**src/rtl/atm_tx_pkg.sv**
```systemverilog
package atm_tx_pkg;
  localparam int CELL_BYTES = 53;
  localparam int HDR_BYTES  = 4;
  localparam int HEC_POS    = 4;
  localparam int SCR_LEN    = 43;
  localparam int IDX_W      = 6;
  localparam logic [7:0] HEC_GEN = 8'h07;

  // One octet of CRC-8, MSB first
  function automatic logic [7:0] hec_step(input logic [7:0] crc, input logic [7:0] b);
    logic [7:0] c;
    c = crc;
    for (int i = 7; i >= 0; i--) begin
      if (c[7] ^ b[i]) c = {c[6:0], 1'b0} ^ HEC_GEN;
      else             c = {c[6:0], 1'b0};
    end
    return c;
  endfunction

  // The tap lies 43 bits back, beyond the 8 bits of one octet,
  // so a whole octet is scrambled at once
  function automatic logic [7:0] scr_byte(input logic [SCR_LEN-1:0] hist, input logic [7:0] d);
    return d ^ hist[SCR_LEN-1 -: 8];
  endfunction

  function automatic logic [SCR_LEN-1:0] scr_shift(input logic [SCR_LEN-1:0] hist, input logic [7:0] o);
    return {hist[SCR_LEN-9:0], o};
  endfunction
endpackage

```
**src/rtl/atm_tx_cell_fifo.sv**
```systemverilog
module atm_tx_cell_fifo
  import atm_tx_pkg::*;
#(
  parameter int MAX_CELLS = 4
) (
  input  logic                                 clk,
  input  logic                                 rst_n,
  input  logic [$clog2(MAX_CELLS+1):0]         depth_cells,
  input  logic                                 wr_en,
  input  logic                                 wr_soc,
  input  logic [7:0]                           wr_data,
  input  logic [IDX_W-1:0]                     rd_idx,
  input  logic                                 pop,
  output logic [7:0]                           rd_data,
  output logic [$clog2(MAX_CELLS+1):0]         cells_stored,
  output logic                                 wr_busy,
  output logic                                 drop_ev
);
  localparam int SLOT_W    = (MAX_CELLS > 1) ? $clog2(MAX_CELLS) : 1;
  localparam int CW        = $clog2(MAX_CELLS+1) + 1;
  localparam int MEM_BYTES = MAX_CELLS * CELL_BYTES;
  localparam int AW        = $clog2(MEM_BYTES);
  localparam logic [IDX_W-1:0] LAST_IDX = IDX_W'(CELL_BYTES - 1);

  logic [7:0]        mem [MEM_BYTES];
  logic [SLOT_W-1:0] wr_slot, rd_slot;
  logic [IDX_W-1:0]  wr_idx, wr_pos;
  logic              wr_active;
  logic [CW-1:0]     cells_q;
  logic              accept_start, byte_we, last_byte;

  function automatic logic [SLOT_W-1:0] next_slot(input logic [SLOT_W-1:0] s,
                                                  input logic [CW-1:0] d);
    if (CW'(s) + CW'(1) == d) return '0;
    return s + SLOT_W'(1);
  endfunction

  function automatic logic [AW-1:0] byte_addr(input logic [SLOT_W-1:0] s,
                                              input logic [IDX_W-1:0] i);
    return AW'(s) * AW'(CELL_BYTES) + AW'(i);
  endfunction

  assign accept_start = wr_en && wr_soc && (cells_q < depth_cells);
  assign drop_ev      = wr_en && wr_soc && !accept_start;
  assign byte_we      = accept_start || (wr_en && !wr_soc && wr_active);
  assign wr_pos       = accept_start ? '0 : wr_idx;
  assign last_byte    = byte_we && (wr_pos == LAST_IDX);

  always_ff @(posedge clk) begin
    if (byte_we) mem[byte_addr(wr_slot, wr_pos)] <= wr_data;
  end

  assign rd_data = mem[byte_addr(rd_slot, rd_idx)];

  always_ff @(posedge clk or negedge rst_n) begin
    if (!rst_n) begin
      wr_active <= 1'b0;
      wr_idx    <= '0;
      wr_slot   <= '0;
    end else if (drop_ev) begin
      wr_active <= 1'b0;
      wr_idx    <= '0;
    end else if (byte_we) begin
      if (last_byte) begin
        wr_active <= 1'b0;
        wr_idx    <= '0;
        wr_slot   <= next_slot(wr_slot, depth_cells);
      end else begin
        wr_active <= 1'b1;
        wr_idx    <= wr_pos + IDX_W'(1);
      end
    end
  end

  always_ff @(posedge clk or negedge rst_n) begin
    if (!rst_n) begin
      rd_slot <= '0;
      cells_q <= '0;
    end else begin
      if (pop) rd_slot <= next_slot(rd_slot, depth_cells);
      case ({last_byte, pop})
        2'b10:   cells_q <= cells_q + CW'(1);
        2'b01:   cells_q <= cells_q - CW'(1);
        default: cells_q <= cells_q;
      endcase
    end
  end

  assign cells_stored = cells_q;
  assign wr_busy      = wr_active;
endmodule

```
**src/rtl/atm_tx_scrambler.sv**
```systemverilog
module atm_tx_scrambler
  import atm_tx_pkg::*;
(
  input  logic       clk,
  input  logic       rst_n,
  input  logic       enable,
  input  logic       step,
  input  logic [7:0] din,
  output logic [7:0] dout
);
  logic [SCR_LEN-1:0] hist;

  assign dout = enable ? scr_byte(hist, din) : din;

  always_ff @(posedge clk or negedge rst_n) begin
    if (!rst_n)              hist <= '0;
    else if (step && enable) hist <= scr_shift(hist, dout);
  end
endmodule

```
**src/rtl/atm_tx_cell_proc.sv**
```systemverilog
module atm_tx_cell_proc
  import atm_tx_pkg::*;
#(
  parameter int MAX_CELLS = 4,
  parameter int CNT_W     = 16
) (
  input  logic             clk,
  input  logic             rst_n,
  input  logic [1:0]       cfg_depth,
  input  logic             cfg_unassigned,
  input  logic [7:0]       cfg_fill,
  input  logic             cfg_hec_en,
  input  logic [7:0]       cfg_coset,
  input  logic             cfg_scr_en,
  input  logic             err_inj,
  input  logic             in_wr,
  input  logic             in_soc,
  input  logic [7:0]       in_data,
  output logic             room2,
  input  logic             out_req,
  output logic             out_valid,
  output logic [7:0]       out_data,
  output logic [CNT_W-1:0] tx_cell_count
);
  localparam int CW = $clog2(MAX_CELLS+1) + 1;
  localparam logic [IDX_W-1:0] LAST_IDX = IDX_W'(CELL_BYTES - 1);
  localparam logic [IDX_W-1:0] HEC_IDX  = IDX_W'(HEC_POS);
  localparam logic [IDX_W-1:0] HDR_END  = IDX_W'(HDR_BYTES);

  logic [CW-1:0]    depth_cells, cells_stored, depth_raw;
  logic             wr_busy, drop_ev;
  logic [7:0]       fifo_rd;
  logic [IDX_W-1:0] rd_idx;
  logic             cur_assigned, cur_inj, inj_pending;
  logic [7:0]       crc_q;
  logic             out_valid_q;
  logic [7:0]       out_data_q;
  logic [CNT_W-1:0] cnt_q;

  // named internal events, also used by the checker
  logic       at_start, cell_start, cell_end, pop, good_cell;
  logic       send_assigned, send_inj, in_header, in_payload, scr_step;
  logic [7:0] dec_byte, src_byte, hec_out, scr_dout, next_byte;

  always_comb begin
    case (cfg_depth)
      2'b00:   depth_raw = CW'(2);
      2'b01:   depth_raw = CW'(3);
      default: depth_raw = CW'(4);
    endcase
    depth_cells = (depth_raw > CW'(MAX_CELLS)) ? CW'(MAX_CELLS) : depth_raw;
  end

  assign room2 = ({1'b0, depth_cells} >= ({1'b0, cells_stored} + (CW+1)'(wr_busy) + (CW+1)'(2)));

  atm_tx_cell_fifo #(.MAX_CELLS(MAX_CELLS)) u_fifo (
    .clk          (clk),
    .rst_n        (rst_n),
    .depth_cells  (depth_cells),
    .wr_en        (in_wr),
    .wr_soc       (in_soc),
    .wr_data      (in_data),
    .rd_idx       (rd_idx),
    .pop          (pop),
    .rd_data      (fifo_rd),
    .cells_stored (cells_stored),
    .wr_busy      (wr_busy),
    .drop_ev      (drop_ev)
  );

  assign at_start      = (rd_idx == '0);
  assign cell_start    = out_req && at_start;
  assign cell_end      = out_req && (rd_idx == LAST_IDX);
  assign send_assigned = at_start ? (cells_stored != '0) : cur_assigned;
  assign send_inj      = at_start ? inj_pending : cur_inj;
  assign in_header     = (rd_idx < HDR_END);
  assign in_payload    = (rd_idx > HEC_IDX);
  assign scr_step      = out_req && in_payload;
  assign pop           = cell_end && cur_assigned;
  assign good_cell     = pop && !cur_inj;

  assign dec_byte = in_header ? ((rd_idx == IDX_W'(3) && !cfg_unassigned) ? 8'h01 : 8'h00)
                              : cfg_fill;
  assign src_byte = send_assigned ? fifo_rd : dec_byte;
  assign hec_out  = (((!send_assigned || cfg_hec_en) ? (crc_q ^ cfg_coset) : src_byte))
                    ^ {7'b0, send_inj};

  atm_tx_scrambler u_scr (
    .clk    (clk),
    .rst_n  (rst_n),
    .enable (cfg_scr_en),
    .step   (scr_step),
    .din    (src_byte),
    .dout   (scr_dout)
  );

  assign next_byte = in_header ? src_byte : ((rd_idx == HEC_IDX) ? hec_out : scr_dout);

  always_ff @(posedge clk or negedge rst_n) begin
    if (!rst_n) begin
      rd_idx       <= '0;
      cur_assigned <= 1'b0;
      cur_inj      <= 1'b0;
      crc_q        <= '0;
      out_valid_q  <= 1'b0;
      out_data_q   <= '0;
    end else begin
      out_valid_q <= out_req;
      if (out_req) begin
        out_data_q <= next_byte;
        rd_idx     <= (rd_idx == LAST_IDX) ? '0 : rd_idx + IDX_W'(1);
        if (at_start) begin
          cur_assigned <= send_assigned;
          cur_inj      <= inj_pending;
          crc_q        <= hec_step(8'h00, src_byte);
        end else if (in_header) begin
          crc_q <= hec_step(crc_q, src_byte);
        end
      end
    end
  end

  always_ff @(posedge clk or negedge rst_n) begin
    if (!rst_n)      inj_pending <= 1'b0;
    else if (err_inj) inj_pending <= 1'b1;
    else if (cell_start) inj_pending <= 1'b0;
  end

  always_ff @(posedge clk or negedge rst_n) begin
    if (!rst_n)                   cnt_q <= '0;
    else if (good_cell && !(&cnt_q)) cnt_q <= cnt_q + CNT_W'(1);
  end

  assign out_valid     = out_valid_q;
  assign out_data      = out_data_q;
  assign tx_cell_count = cnt_q;
endmodule

```
**config.mk**
```make
export PLATFORM = sky130hd
export DESIGN_NAME = atm_tx_cell_proc
export DESIGN_NICKNAME = d
export VERILOG_FILES = /design/src/rtl/atm_tx_pkg.sv /design/src/rtl/atm_tx_cell_fifo.sv /design/src/rtl/atm_tx_scrambler.sv /design/src/rtl/atm_tx_cell_proc.sv
export SDC_FILE = /design/constraint.sdc
export NUM_CORES = 2
export LEC_CHECK = 0
export CORE_AREA = 2 2 384 386
export CTS_BUF_LIST = sky130_fd_sc_hd__clkbuf_4 sky130_fd_sc_hd__clkbuf_8
export CTS_CLUSTER_DIAMETER = 40
export DETAILED_ROUTE_END_ITERATION = 8
export DIE_AREA = 0 0 386 388
export PLACE_DENSITY_LB_ADDON = 0.08
export SLEW_MARGIN = 20
export SYNTH_ARGS = -nofsm -noshare
export SYNTH_HDL_FRONTEND = slang
export SYNTH_SLANG_ARGS = --single-unit
```
**constraint.sdc**
```tcl
create_clock -name clk -period 10.6 [get_ports clk]
set_input_delay 2.65 -clock clk [delete_from_list [all_inputs] [get_ports clk]]
set_output_delay 2.65 -clock clk [all_outputs]
set_load 0.05 [all_outputs]
```
# [After elaboration in Yosys (flattened, before gate mapping)]
# Memory sizes are Yosys's and may differ from the RTL's.
# Cells that the tools add are included.
[word_totals] romBits=0 out_inout_bits=26 regBits=100 wordCells=198 ram_bits=1696 mem_count=1 latch_bits=0 in_bits=35
[classes] n_mux=87 n_reduce_logical=33 add_sub_neg=13 div=0 mul=2 shifts=0 n_lt_le_gt_ge=5 eq_ne=9 bitwise_logic=34
[mem_list] memory="u_fifo.mem" words=212 word_bits=8 read_ports=1 rd_clocked_by_memory_dff=0 wr=1 line="atm_tx_cell_fifo.sv:25" rtl="logic [7:0] mem [MEM_BYTES];"
[op_table] op="8-bit two-way mux" count=43
[op_table] op="3-bit two-way mux" count=16
[op_table] op="3-bit NOT" count=15
[op_table] op="6-bit two-way mux" count=5
[op_table] op="16-bit by 1-bit adder with 16-bit output, second input constant" count=1
[op_table] op="8-bit by 6-bit adder with 8-bit output" count=2
[op_table] op="2-bit by 6-bit multiplier with 8-bit output, second input constant" count=2
[op_table] op="1-bit two-way mux" count=16
[op_table] op="16-bit AND reduction" count=1
[op_table] op="8-bit XOR" count=2
[op_table] op="1-bit XOR" count=15
[op_table] op="1-bit logical AND" count=14
[op_table] op="6-bit by 1-bit adder with 6-bit output, second input constant" count=2
[op_table] op="6-bit == test, second input constant" count=2
[op_table] op="4-bit == test" count=2
[op_table] op="2-bit two-way mux" count=4
[op_table] op="4-bit one-hot mux with 2 select lines" count=1
[op_table] op="2-bit nonzero test" count=4
[op_table] op="8-bit by 1-bit XOR with 8-bit output" count=1
[op_table] op="2-bit by 1-bit adder with 3-bit output, second input constant" count=2
[op_table] op="6-bit by 2-bit == test with 1-bit output, second input constant" count=1
[op_table] op="6-bit by 3-bit == test with 1-bit output, second input constant" count=1
[op_table] op="6-bit by 3-bit greater-than comparator with 1-bit output, second input constant" count=1
[op_table] op="1-bit zero test" count=6
[op_table] op="20 further kinds" count=24

# [Logic depth before layout (Yosys ltp)]
[depth] word_depth=44 ltp_mapped=20 ltp_nobuf=18

# [Modules after synthesis]
# From an unflattened synthesis, not the netlist that was laid out.
[hier_totals] hier_cells=3630 hier_area_um2=72761.0
[by_module_without_submodules] module="atm_tx_cell_fifo" instances=1 area_each_um2=67927.6 cells_per_inst=3192
[by_module_without_submodules] module="atm_tx_cell_proc" instances=1 area_each_um2=2881.5 cells_per_inst=311
[by_module_without_submodules] module="atm_tx_scrambler" instances=1 area_each_um2=1951.9 cells_per_inst=127

# [Worst setup path after synthesis]
# OpenSTA, ideal clock, no wires.
[synth_path] path_type="input -> output" startpoint="input port cfg_depth[1]" endpoint="output port room2" n_path_buf=0 slack_ns=3.978 required_ns=7.950 t_arrival_ns=3.972 cell_stages=7 path_cell_list="inv_1 nand2_1 ha_1 nand2b_1 a21o_1 a21oi_1 nor2_1"
[synth_between] elab_chain_len=5
[synth_lines] element="from (decl)" line="atm_tx_cell_proc.sv:9" rtl="input logic [1:0] cfg_depth,"
[synth_lines] element="2-bit by 1-bit == test with 1-bit output or 2-bit zero test (tied branches)" line="atm_tx_cell_proc.sv:46" rtl="case (cfg_depth)"
[synth_lines] element="3-bit one-hot mux with 2 select lines (*)" line="atm_tx_cell_proc.sv:46"
[synth_lines] element="4-bit by 3-bit greater-than comparator with 1-bit output" line="atm_tx_cell_proc.sv:51" rtl="depth_cells = (depth_raw > CW'(MAX_CELLS)) ? CW'(MAX_CELLS) : depth_raw;"
[synth_lines] element="4-bit two-way mux (*)" line="atm_tx_cell_proc.sv:51"
[synth_lines] element="4-bit by 5-bit greater-or-equal comparator with 1-bit output (*)" line="atm_tx_cell_proc.sv:54" rtl="assign room2 = ({1'b0, depth_cells} >= ({1'b0, cells_stored} + (CW+1)'(wr_busy) + (CW+1)'(2)));"
[synth_lines] element="to (decl)" line="atm_tx_cell_proc.sv:19" rtl="output logic room2,"
# Every way passes the cells marked *; elsewhere a longest branch is shown, timed or not.

# [Worst setup path after layout]
[layout_path] startpoint="input port cfg_depth[1]" endpoint="memory u_fifo.mem[9][1] (enable)"
[layout_between] elab_chain_len=9
[layout_lines] element="2-bit by 1-bit == test with 1-bit output or 2-bit zero test (tied branches)" line="atm_tx_cell_proc.sv:46"
[layout_lines] element="3-bit one-hot mux with 2 select lines (*)" line="atm_tx_cell_proc.sv:46"
[layout_lines] element="4-bit by 3-bit greater-than comparator with 1-bit output" line="atm_tx_cell_proc.sv:51"
[layout_lines] element="4-bit two-way mux (*)" line="atm_tx_cell_proc.sv:51"
[layout_lines] element="4-bit less-than comparator (*)" line="atm_tx_cell_fifo.sv:43" rtl="assign accept_start = wr_en && wr_soc && (cells_q < depth_cells);"
[layout_lines] element="1-bit logical AND (*)" line="atm_tx_cell_fifo.sv:43"
[layout_lines] element="branches (longest 3 deep; another with 8-bit by 6-bit adder with 8-bit output)"
[layout_lines] element="to (decl)" line="atm_tx_cell_fifo.sv:25"
# Mark *: on every way between the ends.

==> impl_metrics.env <==
export IMPL_crit_top_cell="nor2_1"
export IMPL_clock_path_buffers=4
export IMPL_worst_pin_slew_ns=1.26
export IMPL_core_um2=145000
export IMPL_skew_ns=0.0763
export IMPL_crit_type="in -> reg"
export IMPL_post_route_drc_count=0
export IMPL_overflow=0
export IMPL_maxCapViolCount=0
export IMPL_period_share=0.739
export IMPL_synthArstFlopShare=0.0557
export IMPL_synth_edf_count=1696
export IMPL_hp_class="reg -> reg"
export IMPL_setup_viol=0
export IMPL_clk_pin_slew_worst_paths_ns=0.06
export IMPL_min_to="u_scr.hist[31]"
export IMPL_port_buffers=60
export IMPL_syn_instance_count=3711
export IMPL_ys_flop_type="edfxtp_1"
export IMPL_fmax_ghz=0.128
export IMPL_worstPathRequired_ns=11.19
export IMPL_place_gp_congestion=0.896
export IMPL_fin_area_um2=81100
export IMPL_cts_setup_buffers=0
export IMPL_firstDrtPassIters=6
export IMPL_start_util=0.497
export IMPL_layout_common_cells="1696 x edfxtp_1, 470 x mux4_2, 331 x clkbuf_8"
export IMPL_startpoint_type="input pin"
export IMPL_cp_arrival_ns=8.43
export IMPL_root_buffer="clkbuf_8"
export IMPL_synth_top_area_cell="edfxtp_1"
export IMPL_min_from="u_scr.hist[23]"
export IMPL_grtUsageTotal=0.282
export IMPL_ctsResizeCount=0
export IMPL_relSlewSlack=0.156
export IMPL_synth_seq_cells=1796
export IMPL_ys_seq_area_frac=0.740
export IMPL_place_area_um2=74900
export IMPL_final_min_clock_period_ns=7.84
export IMPL_reg2reg_from="u_fifo.rd_slot[1]"
export IMPL_fin_ws_ns=2.76
export IMPL_end_kind="register"
export IMPL_numCtsBuffers=319
export IMPL_rr_worst_depth=16
export IMPL_synth_area_leaders="edfxtp_1 71%, mux4_2 15%, dfrtp_1 3.5%, nand2_1 1.7%, nor2_1 1.5%"
export IMPL_rsz0062_at_grt="no"
export IMPL_postRouteWirelength_mm=209
export IMPL_cpPeakStageDelay_ns=0.85
export IMPL_antenna_left=0
export IMPL_finalSetupTns_ns=0
export IMPL_ctsHoldBuffers=0
export IMPL_drive_above_1_share=0.260
export IMPL_dpl_cell_count=5553
export IMPL_die_h_um=388
export IMPL_clock_sinks=1796
export IMPL_syn_area_um2=72200
export IMPL_yosys_area_top_type_share=0.705
export IMPL_grt_pass1_vias=39400
export IMPL_min_path_cells=2
export IMPL_syn2layout_area_growth_pct=12.3
export IMPL_cp_cell_sequence="clkdlybuf4s50_1 > inv_1 > nand2_1 > o21a_1 > o21ai_0 > nand4_1 > and2_1 > ha_1 > ha_1 > fa_1 > a21oi_1 > nor2_1 > nor2_1 > o21bai_1 > a21o_1 > nor2_1 > nand2_1 > nor2_1"
export IMPL_num_vias=38900
export IMPL_final_common_cell="edfxtp_1"
export IMPL_drt_iter0_markers=5539
export IMPL_ir_drop_v=0.000314
export IMPL_place_ws_ns=1.92
export IMPL_synth_area_per_cell_um2=19.5
export IMPL_rows=140
export IMPL_final_max_slew_viol_count=0
export IMPL_antenna_found_initial=6
export IMPL_power_density_nw_per_um2=332
export IMPL_reg2reg_slack_ns=3.60
export IMPL_io_pin_count=61
export IMPL_hpwl_mm=124
export IMPL_critPathSlowestCell="nor2_1"
export IMPL_crit_fanout=16
export IMPL_die_area_um2=150000
export IMPL_grt_pass1_wl_mm=297
export IMPL_fin_nets=4036
export IMPL_synthDistinctLibCells=84
export IMPL_yosys_warnings=0
export IMPL_finalHoldViolCount=0
export IMPL_htreeDepth=5
export IMPL_cts_tree="done"
export IMPL_die_w_um=386
export IMPL_grt_max_degree=156
export IMPL_n_fill_cell=10900
export IMPL_r2r_end="crc_q[5]"
export IMPL_clk_latency_ns=1.02
export IMPL_routedWlPerCell_um=34.2
export IMPL_fin_cells=6105
export IMPL_leakagePower_nw=26.3
export IMPL_status="complete, no violations"
export IMPL_synth_nets=3789
export IMPL_drt_vias_per_instance=6.38
Yosys cell counts (4+ instances only):
library cell / number
a31oi_1: 15
nor3_1: 25
buf_1: 11
dfrtp_1: 100
a211o_1: 4
o211ai_1: 11
a22o_1: 6
xor2_1: 31
a21o_1: 8
buf_6: 8
inv_1: 31
and3_1: 16
clkbuf_1: 88
o2111a_1: 4
buf_2: 53
nand2b_1: 6
nand4_1: 25
and2_1: 6
edfxtp_1: 1696
nor4_1: 8
nor2_1: 283
xnor2_1: 52
mux2i_1: 51
a22oi_1: 18
a211oi_1: 14
a2111oi_0: 5
ha_1: 38
nor2b_1: 6
mux2_2: 10
nand3_1: 57
o31ai_1: 7
mux4_2: 470
nand2_1: 320
and4_1: 4
or3_1: 4
buf_4: 43
o22ai_1: 14
o21ai_0: 45
a21oi_1: 43
fa_1: 5
a311oi_1: 4
where the power goes:
| group | switching (mW) | internal, mW |
|---|---|---|
| Clock | 2.81 | 3.50 |
| Combinational | 7.82 | 4.79 |
| Sequential | 0.116 | 7.89 |
worst max-delay path, delay by kind of cell:
| family | cells | cell delay [ns] |
|---|---|---|
| adder cells (fa/ha/maj) | 3 | 1.00 |
| AO/OA/AOI/OAI | 5 | 0.82 |
| AND/OR/NAND/NOR | 8 | 3.17 |
| buffers and inverters | 2 | 0.72 |
how the worst max path moves through the flow:
| stage | from | end | slack [ns] |
|---|---|---|---|
| final | cfg_depth[1] | u_fifo.mem[9][1] | 2.76 |
| after global routing | cfg_depth[1] | u_fifo.mem[5][6] | 2.37 |
| after CTS | cfg_depth[1] | room2 | 2.90 |
| after detailed placement | cfg_depth[1] | u_fifo.mem[5][1] | 1.92 |
| after global placement | cfg_depth[1] | u_fifo.mem[5][2] | 1.99 |
| after floorplan | cfg_depth[1] | room2 | 3.98 |
per-layer routing:
metal | share of wire | global-route usage | vias to the layer above
met5 | 0.00038 | 0 | -
met4 | 0.034 | 0.0976 | 10
met3 | 0.096 | 0.0657 | 391
met2 | 0.47 | 0.427 | 2401
met1 | 0.40 | 0.404 | 20600
li1 | - | - | 15500
final cells by class:
| cell class | count | area, um2 | area share |
|---|---|---|---|
| diodes | 1 | 2.50 | 0.0000308 |
| repair buffers | 129 | 1250 | 0.0154 |
| clock buffers | 420 | 5220 | 0.0644 |
| multi-input cells | 1680 | 17800 | 0.219 |
| clock inverters | 130 | 938 | 0.0116 |
| inverters | 32 | 120 | 0.00148 |
| well taps | 1917 | 2400 | 0.0296 |
| flip-flops and latches | 1796 | 53400 | 0.659 |
registers in the layout, summed over array words and instances, names as in the netlist:
register	count
crc_q	8
cur_assigned	1
cur_inj	1
inj_pending	1
out_data	8
out_valid	1
rd_idx	6
tx_cell_count	16
u_fifo.cells_stored	4
u_fifo.mem	1696
u_fifo.rd_slot	2
u_fifo.wr_busy	1
u_fifo.wr_idx	6
u_fifo.wr_slot	2
u_scr.hist	43
kinds of logic after synthesis:
kind of cell,Yosys count,synth area share
DFF,1796,0.740
buffers and inverters,235,0.0162
adders and majority gates,43,0.00797
AOI/OAI and AO/OA,239,0.0232
xor gates and xnor gates,87,0.0111
and+or+nand+nor,778,0.0457
muxes,533,0.156
stage by stage:
| step | hold WS, ns | util | power (mW) |
|---|---|---|---|
| 3_3_place_gp | 0.450 | 0.516 | 20.6 |
| 6_report | 0.434 | 0.559 | 26.9 |
| 4_1_cts | 0.438 | 0.558 | 27.0 |
| 5_1_grt | 0.471 | 0.559 | 27.9 |
| 3_5_place_dp | 0.457 | 0.516 | 20.7 |
| 2_1_floorplan | 0.439 | - | 15.9 |
Power figures use the tool's default switching activity.
